<file path="config.mk">
export PLATFORM = sky130hd
export DESIGN_NAME = rx_admit_gate
export DESIGN_NICKNAME = d
export VERILOG_FILES = /design/src/rtl/rxa_pkg.sv /design/src/rtl/rxa_level_cmp.sv /design/src/rtl/rxa_allow_ctr.sv /design/src/rtl/rxa_fsm.sv /design/src/rtl/rxa_frame_track.sv /design/src/rtl/rx_admit_gate.sv
export SDC_FILE = /design/constraint.sdc
export NUM_CORES = 1
export LEC_CHECK = 0
export ABC_AREA = 1
export BUFFER_PORTS_ARGS = -buffer_cell sky130_fd_sc_hd__buf_2
export CORE_ASPECT_RATIO = 0.75
export CORE_MARGIN = 2
export CORE_UTILIZATION = 35
export DETAILED_ROUTE_END_ITERATION = 12
export PLACE_DENSITY = 0.55
export SYNTH_ARGS = -nofsm -noshare
export SYNTH_HDL_FRONTEND = slang
export SYNTH_SLANG_ARGS = --single-unit
export TNS_END_PERCENT = 30
</file>
<file path="constraint.sdc">
create_clock -name clk -period 6.6 [get_ports clk]
set_input_delay 0.33 -clock clk [delete_from_list [all_inputs] [get_ports clk]]
set_output_delay 0.33 -clock clk [all_outputs]
set_load 0.03 [all_outputs]
</file>
<file path="src/rtl/rxa_pkg.sv">
package rxa_pkg;

    typedef enum logic [1:0] {
        ST_ADMIT  = 2'd0,
        ST_RATION = 2'd1,
        ST_SHED   = 2'd2
    } rxa_state_e;

endpackage

</file>
<file path="src/rtl/rxa_level_cmp.sv">
module rxa_level_cmp #(
    parameter int FREE_W = 10
) (
    input  logic [FREE_W-1:0] free_i,
    input  logic [FREE_W-1:0] low_i,
    input  logic [FREE_W-1:0] high_i,
    output logic              low_hit_o,
    output logic              high_hit_o
);

    logic [FREE_W-1:0] high_eff;

    // A high level at or below the low level falls back to the low level
    always_comb begin
        high_eff   = (high_i > low_i) ? high_i : low_i;
        low_hit_o  = (free_i <= low_i);
        high_hit_o = (free_i >= high_eff);
    end

endmodule

</file>
<file path="src/rtl/rxa_allow_ctr.sv">
module rxa_allow_ctr #(
    parameter int ALLOW_W = 16
) (
    input  logic               clk,
    input  logic               rst_n,
    input  logic               load_i,
    input  logic [ALLOW_W-1:0] load_val_i,
    input  logic               dec_i,
    output logic               zero_o,
    output logic               one_o
);

    localparam logic [ALLOW_W-1:0] CNT_ONE = ALLOW_W'(1);

    logic [ALLOW_W-1:0] cnt_q;

    always_ff @(posedge clk) begin
        if (!rst_n) begin
            cnt_q <= '0;
        end else if (load_i) begin
            cnt_q <= load_val_i;
        end else if (dec_i && (cnt_q != '0)) begin
            cnt_q <= cnt_q - CNT_ONE;
        end
    end

    always_comb begin
        zero_o = (cnt_q == '0);
        one_o  = (cnt_q == CNT_ONE);
    end

    // the counter never wraps below zero
    a_r5_ctr_saturates: assert property (@(posedge clk) disable iff (!rst_n)
        (!load_i && cnt_q == '0) |=> (cnt_q == '0));

    // each accepted decrement lowers the count by exactly one
    a_r4_ctr_single_step: assert property (@(posedge clk) disable iff (!rst_n)
        (!load_i && dec_i && cnt_q != '0) |=> (cnt_q == $past(cnt_q) - CNT_ONE));

endmodule

</file>
<file path="src/rtl/rxa_fsm.sv">
module rxa_fsm
    import rxa_pkg::*;
(
    input  logic       clk,
    input  logic       rst_n,
    input  logic       low_hit_i,
    input  logic       high_hit_i,
    input  logic       allow_zero_i,
    input  logic       spent_i,
    output rxa_state_e state_o,
    output logic       reload_o,
    output logic       ration_o,
    output logic       shed_o
);

    rxa_state_e state_q;
    rxa_state_e state_n;

    always_ff @(posedge clk) begin
        if (!rst_n) begin
            state_q <= ST_ADMIT;
        end else begin
            state_q <= state_n;
        end
    end

    always_comb begin
        state_n = state_q;
        unique case (state_q)
            ST_ADMIT: begin
                if (low_hit_i) begin
                    state_n = allow_zero_i ? ST_SHED : ST_RATION;   // LOW_ZERO / LOW_SPEND
                end
            end
            ST_RATION: begin
                if (high_hit_i) begin
                    state_n = ST_ADMIT;                             // RECOVER_R
                end else if (spent_i) begin
                    state_n = ST_SHED;                              // EXHAUST
                end
            end
            ST_SHED: begin
                if (high_hit_i) begin
                    state_n = ST_ADMIT;                             // RECOVER_S
                end
            end
            default: state_n = ST_ADMIT;
        endcase
    end

    always_comb begin
        reload_o = 1'b0;
        ration_o = 1'b0;
        shed_o   = 1'b0;
        unique case (state_q)
            ST_ADMIT:  reload_o = 1'b1;
            ST_RATION: ration_o = 1'b1;
            ST_SHED:   shed_o   = 1'b1;
            default:   reload_o = 1'b0;
        endcase
    end

    assign state_o = state_q;

    // the shedding state is only left when the high level has been reached
    a_r7_shed_exit_needs_high: assert property (@(posedge clk) disable iff (!rst_n)
        ($past(state_q) == ST_SHED && state_q != ST_SHED) |-> $past(high_hit_i));

    // the rationing state is only entered from normal operation on a low hit
    a_r3_ration_entry: assert property (@(posedge clk) disable iff (!rst_n)
        ($past(state_q) != ST_RATION && state_q == ST_RATION) |->
            ($past(state_q) == ST_ADMIT && $past(low_hit_i) && !$past(allow_zero_i)));

    // recovery never goes straight from rationing to shedding
    a_r7_recover_priority: assert property (@(posedge clk) disable iff (!rst_n)
        (state_q == ST_RATION && high_hit_i) |=> (state_q == ST_ADMIT));

endmodule

</file>
<file path="src/rtl/rxa_frame_track.sv">
module rxa_frame_track (
    input  logic clk,
    input  logic rst_n,
    input  logic sof_i,
    input  logic eof_i,
    input  logic good_i,
    input  logic admit_i,
    output logic pass_o,
    output logic drop_pulse_o,
    output logic good_end_o
);

    logic open_q;
    logic kept_q;
    logic drop_q;
    logic start_ev;
    logic end_ev;

    always_comb begin
        start_ev   = sof_i && !open_q;      // starts inside an open frame are ignored
        end_ev     = eof_i && open_q;       // ends without an open frame are ignored
        good_end_o = end_ev && kept_q && good_i;
        pass_o     = open_q && kept_q;
        drop_pulse_o = drop_q;
    end

    always_ff @(posedge clk) begin
        if (!rst_n) begin
            open_q <= 1'b0;
            kept_q <= 1'b0;
            drop_q <= 1'b0;
        end else begin
            drop_q <= start_ev && !admit_i;
            if (start_ev) begin
                open_q <= 1'b1;
                kept_q <= admit_i;
            end else if (end_ev) begin
                open_q <= 1'b0;
                kept_q <= 1'b0;
            end
        end
    end

    // a verdict does not change while its frame stays open
    a_r9_verdict_held: assert property (@(posedge clk) disable iff (!rst_n)
        (open_q && !eof_i) |=> (open_q && $stable(kept_q)));

    // a drop pulse only follows a start that opened a frame
    a_r6_drop_after_start: assert property (@(posedge clk) disable iff (!rst_n)
        drop_pulse_o |-> ($past(sof_i) && !$past(open_q)));

    // a drop pulse lasts a single cycle
    a_r6_drop_single: assert property (@(posedge clk) disable iff (!rst_n)
        drop_pulse_o |=> !drop_pulse_o);

endmodule

</file>
<file path="src/rtl/rx_admit_gate.sv">
module rx_admit_gate
    import rxa_pkg::*;
#(
    parameter int FREE_W  = 10,
    parameter int ALLOW_W = 16
) (
    input  logic               clk,
    input  logic               rst_n,
    input  logic [FREE_W-1:0]  free_bufs_i,
    input  logic [FREE_W-1:0]  low_mark_i,
    input  logic [FREE_W-1:0]  high_mark_i,
    input  logic [ALLOW_W-1:0] allow_i,
    input  logic               sof_i,
    input  logic               eof_i,
    input  logic               good_i,
    output logic               frm_pass_o,
    output logic               frm_drop_o,
    output logic               drop_active_o
);

    logic       low_hit;
    logic       high_hit;
    logic       cnt_zero;
    logic       cnt_one;
    logic       reload;
    logic       ration;
    logic       shed;
    logic       good_end;
    logic       spend;
    logic       spent;
    logic       allow_zero;
    rxa_state_e state;

    rxa_level_cmp #(.FREE_W(FREE_W)) u_cmp (
        .free_i     (free_bufs_i),
        .low_i      (low_mark_i),
        .high_i     (high_mark_i),
        .low_hit_o  (low_hit),
        .high_hit_o (high_hit)
    );

    always_comb begin
        allow_zero = (allow_i == '0);
        spend      = ration && good_end;
        spent      = cnt_zero || (spend && cnt_one);
    end

    rxa_allow_ctr #(.ALLOW_W(ALLOW_W)) u_ctr (
        .clk        (clk),
        .rst_n      (rst_n),
        .load_i     (reload),
        .load_val_i (allow_i),
        .dec_i      (spend),
        .zero_o     (cnt_zero),
        .one_o      (cnt_one)
    );

    rxa_fsm u_fsm (
        .clk          (clk),
        .rst_n        (rst_n),
        .low_hit_i    (low_hit),
        .high_hit_i   (high_hit),
        .allow_zero_i (allow_zero),
        .spent_i      (spent),
        .state_o      (state),
        .reload_o     (reload),
        .ration_o     (ration),
        .shed_o       (shed)
    );

    rxa_frame_track u_trk (
        .clk          (clk),
        .rst_n        (rst_n),
        .sof_i        (sof_i),
        .eof_i        (eof_i),
        .good_i       (good_i),
        .admit_i      (!shed),
        .pass_o       (frm_pass_o),
        .drop_pulse_o (frm_drop_o),
        .good_end_o   (good_end)
    );

    assign drop_active_o = shed;

    // a dropped frame always started while shedding was signalled
    a_r11_drop_in_shed: assert property (@(posedge clk) disable iff (!rst_n)
        frm_drop_o |-> $past(drop_active_o));

    // an admitted frame never opens while shedding was signalled
    a_r2_pass_not_from_shed: assert property (@(posedge clk) disable iff (!rst_n)
        $rose(frm_pass_o) |-> !$past(drop_active_o));

    // both level flags agree only at the low level itself
    a_r8_flags_meet_at_low: assert property (@(posedge clk) disable iff (!rst_n)
        (low_hit && high_hit) |-> (free_bufs_i == low_mark_i));

    // admitting and dropping are never signalled together
    a_r6_pass_drop_exclusive: assert property (@(posedge clk) disable iff (!rst_n)
        !(frm_pass_o && frm_drop_o));

    // the exhaust edge leads straight to shedding
    a_r4_exhaust_to_shed: assert property (@(posedge clk) disable iff (!rst_n)
        (state == ST_RATION && !high_hit && spend && cnt_one) |=> drop_active_o);

endmodule

</file>
# Word level (Yosys, flattened, before mapping)
# Cells that the tools add are included.
[totals] reg_bits=21 out_inout_bits=3
[op_classes] addsub=1 order_cmp=3 eq_ne=6 n_mux=15 reduce_logical=19
[op_table] cell="16-bit zero test" count=2
[op_table] cell="16-bit 2-to-1 mux" count=2
[op_table] cell="16-bit by 1-bit == test with 1-bit output (second input constant)" count=1
[op_table] cell="16-bit nonzero test" count=1
[op_table] cell="16-bit by 1-bit subtractor with 16-bit output (second input constant)" count=1
[op_table] cell="10-bit greater-or-equal comparator" count=1
[op_table] cell="10-bit greater-than comparator" count=1
[op_table] cell="10-bit <= comparator" count=1
[op_table] cell="10-bit 2-to-1 mux" count=1
[op_table] cell="2-bit 2-to-1 mux" count=5
[op_table] cell="1-bit logical AND" count=9
[op_table] cell="1-bit 2-to-1 mux" count=6
[op_table] cell="2-bit one-hot mux with 3 select lines" count=1
[op_table] cell="2-bit inequality test (second input constant)" count=2
[op_table] cell="2-bit nonzero test" count=2
[op_table] cell="3-bit inequality test (second input constant)" count=1
[op_table] cell="3-bit AND reduction" count=1
[op_table] cell="2-bit by 1-bit == test with 1-bit output (second input constant)" count=1
[op_table] cell="2-bit == test (second input constant)" count=1
[op_table] cell="1-bit zero test" count=2
[op_table] cell="2-bit zero test" count=1
[op_table] cell="1-bit logical OR" count=1

# Logic depth before layout (Yosys ltp)
# Gate-level depths: netlist of run 1.
[logic_depth] ltp_word=9 mapped_depth=21 ltp_nobuf=21

# Hierarchy
# From an unflattened synthesis of run 1, not the netlist that was laid out.
[unflattened] cells_unflattened=433 hier_area_um2=2527.4
[by_module_without_submodules] module="rxa_allow_ctr" n_inst=1 cells_per_inst=201 area_each_um2=1196.1 seq_area_each_um2=320.3
[by_module_without_submodules] module="rxa_level_cmp" n_inst=1 cells_per_inst=153 area_each_um2=924.6 seq_area_each_um2=0.0
[by_module_without_submodules] module="rxa_fsm" n_inst=1 cells_per_inst=27 area_each_um2=145.1 seq_area_each_um2=40.0
[by_module_without_submodules] module="rxa_frame_track" n_inst=1 cells_per_inst=21 area_each_um2=138.9 seq_area_each_um2=60.1
[by_module_without_submodules] module="rx_admit_gate" n_inst=1 cells_per_inst=31 area_each_um2=122.6 seq_area_each_um2=0.0

# Worst setup path before layout of run 1
# Ideal clock, no wire load.
[synth_timing] kind="input-to-reg" start="input port low_mark_i[9]" end="register u_fsm.state_q[1], in the netlist u_fsm.state_o[1]" setup_ns=0.111 arrival_ns=2.449 required_ns=6.489 slack_ns=4.039 path_stages=17 n_path_buf=1 path_cell_list="inv_1 > ha_1 > nand2_1 > nor4b_1 > nand4_1 > clkbuf_1 > nand3b_1 > nand2_1 > ha_1 > nand2_1 > inv_1 > a21oi_1 > nand4_1 > nor2_1 > nor2_1 > nor2_1 > nor2_1"
[synth_via] elab_chain_len=5 word_cells_on_any_way=10
[synth_lines] item="from (decl)" line_no="rx_admit_gate.sv:10" text="input logic [FREE_W-1:0] low_mark_i,"
[synth_lines] item="10-bit greater-than comparator" line_no="rxa_level_cmp.sv:15" text="high_eff = (high_i > low_i) ? high_i : low_i;"
[synth_lines] item="10-bit 2-to-1 mux" line_no="rxa_level_cmp.sv:15"
[synth_lines] item="10-bit greater-or-equal comparator" line_no="rxa_level_cmp.sv:17" text="high_hit_o = (free_i >= high_eff);"
[synth_lines] item="3-bit inequality test (no line), or another cell as far along"
[synth_lines] item="3-bit AND reduction (no line) or 2-bit one-hot mux with 3 select lines (tied branches)"
[synth_lines] item="to (signal assigned)" line_no="rxa_fsm.sv:23" text="state_q <= state_n;"
[synth_lines] item="to (decl)" line_no="rxa_fsm.sv:16" text="rxa_state_e state_q;"
# Several ways; a longest one is shown, not always the timed one.
# A chain may end at the register's enable or synchronous reset.

# Worst setup path in the final report of run 1
# Same ends and word-level chain as after synthesis.

==> results of run 1 <==
## critical path: cells and delay by family
family          cells  cell delay [ps]
simple gates       10             1240
compound gates      2              950
buf+inv             4              220
fa+ha+maj           2              590
## sequential cells by signal, summed over array words and instances, names as in the netlist
name	cells
u_ctr.cnt_q	16
u_trk.open_q	1
u_trk.drop_pulse_o	1
u_fsm.state_o	2
u_trk.kept_q	1
## cells in the mapped netlist (all sizes together)
| master | number | share of area [%] |
|---|---|---|
| dfxtp | 21 | 18 |
| clkbuf | 4 | 0.64 |
| o211ai | 1 | 0.32 |
| nand3 | 23 | 4.9 |
| nor4b | 1 | 0.37 |
| o2111ai | 1 | 0.37 |
| inv | 50 | 8.0 |
| buf | 2 | 0.70 |
| nand2 | 107 | 18 |
| xnor2 | 4 | 1.5 |
| a21o | 1 | 0.32 |
| xor2 | 10 | 3.7 |
| nor3 | 10 | 3.4 |
| nand3b | 10 | 3.2 |
| nand4 | 4 | 1.7 |
| a21oi | 17 | 3.6 |
| o21ai | 10 | 2.1 |
| nor2 | 72 | 12 |
| ha | 32 | 17 |
| clkinv | 1 | 0.16 |
## where the power goes
part           switching, mW  total [mW]  internal [mW]
clock                 0.0463      0.0884         0.0422
combinational          0.307       0.478          0.172
sequential            0.0493       0.220          0.171
total                  0.402       0.787          0.384
## cells by family after synthesis
family / after synthesis
buffers and inverters: 57
and+or+nand+nor: 227
xor gates and xnor gates: 14
adders and majority gates: 32
AOI/OAI and AO/OA: 30
DFF: 21
## routing by layer
layer  track usage, %  up-vias  share of wire [%]
met5                0        -                  0
met4             1.83        0               0.41
met3             2.60        2                5.6
met2             25.9       64                 39
met1             27.3     1046                 55
li1                 -     1314                  -
## final cells by class
cell class	instances	area [um^2]	area share, %
clock buffers	3	41.3	1.51
multi-input cells	303	1700	62.2
well taps	81	101	3.72
clock inverters	1	5.00	0.183
repair buffers	54	273	10.0
flip-flops and latches	21	420	15.4
inverters	51	191	7.02
## how the worst min path moves through the flow
stage                     startpoint          endpoint  slack, ps  cells past startpoint
finish                    allow_i[0]    u_ctr.cnt_q[0]        370                      3
global route             allow_i[15]   u_ctr.cnt_q[15]        390                      5
CTS                       allow_i[0]    u_ctr.cnt_q[0]        370                      3
detailed placement  u_fsm.state_o[1]  u_fsm.state_o[1]        500                      2
global placement    u_fsm.state_o[1]  u_fsm.state_o[1]        490                      2
floorplan           u_fsm.state_o[1]  u_fsm.state_o[1]        460                      2
## layout by cell type (no fill, tap or decap)
| cell type | n |
|---|---|
| sky130_fd_sc_hd__a21o_1 | 1 |
| sky130_fd_sc_hd__a21oi_1 | 17 |
| sky130_fd_sc_hd__buf_2 | 53 |
| sky130_fd_sc_hd__buf_4 | 1 |
| sky130_fd_sc_hd__clkbuf_8 | 3 |
| sky130_fd_sc_hd__clkinv_1 | 1 |
| sky130_fd_sc_hd__clkinv_2 | 1 |
| sky130_fd_sc_hd__dfxtp_1 | 21 |
| sky130_fd_sc_hd__ha_1 | 32 |
| sky130_fd_sc_hd__inv_1 | 49 |
| sky130_fd_sc_hd__inv_2 | 1 |
| sky130_fd_sc_hd__nand2_1 | 104 |
| sky130_fd_sc_hd__nand2_2 | 2 |
| sky130_fd_sc_hd__nand2_4 | 1 |
| sky130_fd_sc_hd__nand3_1 | 23 |
| sky130_fd_sc_hd__nand3b_1 | 10 |
| sky130_fd_sc_hd__nand4_1 | 3 |
| sky130_fd_sc_hd__nand4_4 | 1 |
| sky130_fd_sc_hd__nor2_1 | 70 |
| sky130_fd_sc_hd__nor2_2 | 1 |
| sky130_fd_sc_hd__nor2_4 | 1 |
| sky130_fd_sc_hd__nor3_1 | 4 |
| sky130_fd_sc_hd__nor3_2 | 6 |
| sky130_fd_sc_hd__nor4b_1 | 1 |
| sky130_fd_sc_hd__o2111ai_1 | 1 |
| sky130_fd_sc_hd__o211ai_1 | 1 |
| sky130_fd_sc_hd__o21ai_0 | 8 |
| sky130_fd_sc_hd__o21ai_1 | 2 |
| sky130_fd_sc_hd__xnor2_1 | 4 |
| sky130_fd_sc_hd__xor2_1 | 10 |
## per-stage QoR
step           area, um^2  setup slack [ps]  instances
6_report             2730              3480        514
5_1_grt              2730              3170        514
4_1_cts              2730              3560        514
3_5_place_dp         2680              3280        510
3_3_place_gp         2680              3450        510
2_1_floorplan        2340              4040        381
==> results.txt, run 1 <==
For the pin with the worst max-slew slack, the measured transition is 840 ps. The worst clock skew on the final layout is 6.17 ps, and the number of nets at the end of the flow is 517. The wire length of the first global-routing pass came out at 10.4 mm. The count of buffers inserted at the top-level ports is 53, and the number of antenna diodes is 0. The vias per cell works out to 4.72.

Wires add up to 6.27 mm. Pin placement for this block handled 54 I/O pins. TritonCTS built the clock tree. The initial antenna violation count was 0; the final-layout worst hold slack was 366 ps. Summing over every cut layer, the via total after detailed routing is 2,426. The capturing element type of the critical path is a flip-flop. The last element of the critical path is u_fsm.state_o[1].

The final weighted congestion in routability-driven placement was 0.890; the critical path data required time was 6810 ps. After synthesis, the largest family of logic cells by area is simple AND/OR/NAND/NOR gates. Layout filler cell count: 724.

The worst register-to-register path has a depth of 9. In this run the register-to-register setup slack is 4700 ps. The final count of negative-setup-slack endpoints was 0; the XOR/XNOR share of the synthesized area was 5.24%. The design draws 787 uW. The highest attainable clock frequency was 321 MHz; the number of pins exceeding their max-slew limit in the final report was 0. By startpoint and endpoint, the worst setup path is classified as in2reg.

The clock-pin transition on the worst setup and hold timing paths works out to 90 ps. The floorplan step set the die height to 74.8 um. The most prevalent standard cell on the critical path is sky130_fd_sc_hd__nand2_1. The basic-gate share of the synthesized area counting and, or, nand and nor cells came out at 43.3%. Flop and latch count out of synthesis: 21. Compared with the post-synthesis result, the final layout area differs by 16.6%. The buffer count from post-CTS setup fixing was 0; the total of cells resized after clock tree synthesis was 0. The latest clock arrival within the worst-skew pair is 270 ps. The cell sitting at the root of the clock tree is a sky130_fd_sc_hd__clkbuf_8.

Summing the areas of all compound-gate instances in the mapped netlist gives 6.80% of the synthesized area. The run finished with clean final reports. Tracing the worst setup path back leads to its startpoint at low_mark_i[9].

The number of global-route vias before repair is 2,125. After floorplanning, the core was sized to cover 0.00638 mm^2. In the final timing run, aggregate negative setup slack is 0 ps. HPWL reported at the end of detailed placement: 5.29 mm. The final worst-path cycle share works out to 47.2%. The run gives 21 as the clock sink count. Once the floorplan was initialized, standard cells occupied 36.6% of the core. The worst path needs 3120 ps of the cycle, external delays included. Entering global routing, the biggest net connects 20 pins. The startpoint type of the worst setup path was a primary input.

The tools report the placement row count as 25. The signal on the critical path passes through buf_2 -> inv_1 -> ha_1 -> nand2_1 -> o2111ai_1 -> nand2_1 -> nand2_1 -> nand2_1 -> ha_1 -> nand2_1 -> inv_1 -> a21oi_1 -> nand4_1 -> nand2_1 -> inv_1 -> nand2_1 -> nand2_1 -> nor2_1. The hold violation total from the final report is 0, and the initial detailed-routing violation count is 167. The run gives 3 as the number of buffers created by CTS. Summed over all cells, the static leakage comes to 1.52 nW.

The die is 98.4 um wide. Global routing finished with a remaining overflow of 0. The signal arrival time at the worst endpoint is 3330 ps, and the total iterations of the first detailed-routing run is 5.

IR analysis of the VDD net gives a maximum drop of 0.106 mV. On the worst path, the slowest cell contributes a delay of 720 ps. The mux share of post-synthesis cell area works out to 0%.

Max-cap violations in this run came to 0. Type of the tightest min-delay check: in2reg. After detailed routing, the average wire length per cell comes to 12.2 um. Setup repair after global routing left no endpoint under its margin. The post-synthesis cell type count is 29. The net count of the mapped netlist is 464, and the per-instance average area after synthesis is 6.14 um^2.

Highest-delay cell along the critical path: sky130_fd_sc_hd__o2111ai_1. Across every metal layer, demand over resource in global routing totals 17.4%. The clock passes through at most 2 buffers. Cells with a size suffix above 1 make up 16.4% of the layout.

The run gives 0 as the post-route DRC violation count. The count of antenna-violating nets left after detailed routing is 0, and the number of hold buffers added after cts is 0. The critical register-to-register path startpoint is u_ctr.cnt_q[0]. The relative max-transition margin was 43.9%; the maximum level of the CTS H-tree was 1.

Power spread over the standard cell area amounts to 288 mW/mm^2. The largest driver fanout on the critical path works out to 11. After Yosys synthesis, full adders, half adders and majority gates account for 17.1% of the synthesized area.

After synthesis the cells add up to 0.00234 mm^2. The share of the Yosys chip area taken by registers is 18.0%. The worst register-to-register path ends at u_ctr.cnt_q[0]. The core utilization of the finished layout is 42.7%. The total die area is 0.00736 mm^2, and the number of warnings reported in the yosys synthesis log is 0. The number of cells produced by synthesis was 381.
No activity file was read; power rests on OpenSTA's default activity.
==> run 2, diff against run 1 <==
PLACE_DENSITY = 0.57   (was 0.55)
clock period = 2.6 ns   (was 6.6 ns; I/O delays follow)
==> results.txt, run 2 (synthesis gave the netlist of run 1 again) <==
The run finished with clean final reports. The peak supply drop was 0.273 mV. Entering global routing, the biggest net connects 20 pins. Total iterations of the first detailed-routing run: 4. In this run the tool buffered the top-level ports with 53 buffer cells. Power spread over the standard cell area amounts to 705 mW/mm^2. Summed over all cells, the static leakage comes to 1.57 nW. The clock period could shrink to 2400 ps.

The logs give 9.94 mm for the wire length of the first global-routing pass and 2 for the number of buffers on the longest clock path. The register with the most flip-flops in the layout has 16 of them. The logs give 2,134 for the number of global-route vias before repair and -143 ps for the setup slack after placement. After filler insertion, the fill cell instance count of the layout stands at 705.

At the worst endpoint, the required time is 2820 ps. For the final count of negative-setup-slack endpoints, the log shows 0. In this run the core area contains 25 standard-cell rows. The cell sitting at the root of the clock tree is a sky130_fd_sc_hd__clkbuf_8.

Clock tree synthesis inserted a total of 3 buffers. The tools report the sum of overflow across all layers after global routing as 0. The run gives 524 as the number of nets at the end of the flow. Per-cell routed wire length: 12.4 um.

The logs give 36.6% for the initial standard-cell utilization of the core and 0.00736 mm^2 for the total die area. The floorplan step set the die width to 98.4 um. The initial antenna violation count was 0. At the end of routability-driven placement, the weighted congestion stood at 0.862. Cells with a size suffix above 1 make up 22.5% of the layout.

Ranked by flip-flop count, first place goes to u_ctr.cnt_q. The run gives 1 as the maximum level of the CTS H-tree. The clock sink count came out at 21. The floorplan core area is 0.00638 mm^2, and the latest clock arrival within the worst-skew pair is 270 ps.

The highest attainable clock frequency is 416 MHz, and the count of antenna-violating nets left after detailed routing is 0. In the routed design, unresolved DRC markers number 0. The detailed router finished its first iteration with 154 violations. The clock-pin transition on the worst setup and hold timing paths is 80 ps, and the signal arrival time at the worst endpoint is 2620 ps. The final worst-path cycle share was 92.5%; the number of hold buffers added after cts was 0.

The logs give 6.00 ps for the worst clock skew on the final layout and 16.7% for the global router's overall resource usage. Overall power consumption after layout is estimated at 2.05 mW. The largest driver fanout on the critical path works out to 5. The growth of design area from synthesis to finish came out at 24.3%.

The relative max-transition margin is 63.2%, and the HPWL reported at the end of detailed placement is 5.12 mm. The startpoint type of the worst setup path was a primary input. Detailed routing inserted a total of 2,528 vias. In the layout the commonest cells are sky130_fd_sc_hd__nand2_1, sky130_fd_sc_hd__nor2_1, sky130_fd_sc_hd__buf_2, sky130_fd_sc_hd__inv_1, sky130_fd_sc_hd__ha_1. Setup slack on the critical path of the routed design comes to 196 ps.

TritonCTS built the clock tree. The vias per cell is 4.85. Actual transition at the worst max-transition pin: 549 ps.

The number of antenna diodes in the final layout is 0. The type of the worst setup path was in2reg. The hold violation total from the final report is 0. The most common cell after layout, fill and taps aside was sky130_fd_sc_hd__nand2_1. In this run the worst hold path is classified as in2reg. The capturing element type of the critical path was a flip-flop. The floorplan step set the die height to 74.8 um. The run gives 0 as the number of pins exceeding their max-slew limit in the final report.

The number of top-level design ports is 54, and the reported max-cap violation count is 0. For this block, the routed nets add up to 6.48 mm of wire.
[run 2: changes by cell type in the layout (fill, tap and decap cells not counted), moves of 4 or more]
cell	delta
sky130_fd_sc_hd__buf_4	+4
sky130_fd_sc_hd__nand2_1	-6
sky130_fd_sc_hd__nand2_2	+6
sky130_fd_sc_hd__ha_4	+6
sky130_fd_sc_hd__ha_1	-6
sky130_fd_sc_hd__inv_1	-4
sky130_fd_sc_hd__inv_2	+4
[run 2: metal layers]
layer	wire length (um)	vias to the layer above	track usage, %
li1	-	1334	-
met1	3420	1115	25.8
met2	2580	74	24.9
met3	435	5	2.60
met4	42	0	2.28
met5	0	-	0
[run 2: report_power, final]
group	total (mW)	switching (mW)	internal [mW]
Sequential	0.558	0.125	0.433
Clock	0.226	0.119	0.107
Combinational	1.27	0.802	0.463
Total	2.05	1.05	1.00
[run 2: worst max-delay path, cell delays in order]
cell and delay, ps:
sky130_fd_sc_hd__buf_2 70, sky130_fd_sc_hd__inv_1 60, sky130_fd_sc_hd__ha_1 290, sky130_fd_sc_hd__nand2_2 90, sky130_fd_sc_hd__nor4b_4 240, sky130_fd_sc_hd__nand4_1 270, sky130_fd_sc_hd__buf_6 230, sky130_fd_sc_hd__nand3b_1 80
sky130_fd_sc_hd__nand2_1 60, sky130_fd_sc_hd__ha_1 290, sky130_fd_sc_hd__nand2_1 100, sky130_fd_sc_hd__inv_1 60, sky130_fd_sc_hd__a21oi_2 170, sky130_fd_sc_hd__nand4_1 130, sky130_fd_sc_hd__nand2_2 120, sky130_fd_sc_hd__inv_1 40
sky130_fd_sc_hd__nand2_1 50, sky130_fd_sc_hd__nand2_1 50, sky130_fd_sc_hd__nor2_1 80
[run 2: path summary, 6_finish.rpt]
kind | to | slack (ps) | cells after the start | start
max | u_fsm.state_o[1] | 200 | 19 | low_mark_i[8]
min | u_ctr.cnt_q[13] | 170 | 5 | allow_i[13]
max reg2reg | u_ctr.cnt_q[0] | 760 | 9 | u_ctr.cnt_q[0]
min reg2reg | u_trk.kept_q | 510 | 2 | u_trk.kept_q
[run 2: final cells by class]
cell class	instances	area [um^2]	share of cell area, %
Multi-Input combinational cell	304	1830	62.9
Clock buffer	3	41.3	1.42
Sequential cell	21	420	14.5
Tap cell	81	101	3.49
Timing Repair Buffer	60	319	11.0
Inverter	51	191	6.58
Clock inverter	1	5.00	0.172
[run 2: metrics by stage]
| step | instances | utilization (%) | setup TNS [ps] | cell area (um^2) | hold slack [ps] |
|---|---|---|---|---|---|
| final | 521 | 45.6 | 0 | 2910 | 171 |
| after global routing | 521 | 45.6 | -129 | 2910 | 200 |
| after floorplan | 381 | - | 0 | 2340 | 280 |
| after detailed placement | 513 | 42.4 | -280 | 2700 | 449 |
| after CTS | 517 | 43.1 | 0 | 2750 | 170 |
| after global placement | 513 | 42.4 | -306 | 2700 | 439 |
[run 2: timing repair]
item                       4_1_cts  5_1_grt
resized for setup                0       28
buffers inserted                 0        1
setup endpoints to repair        0        2
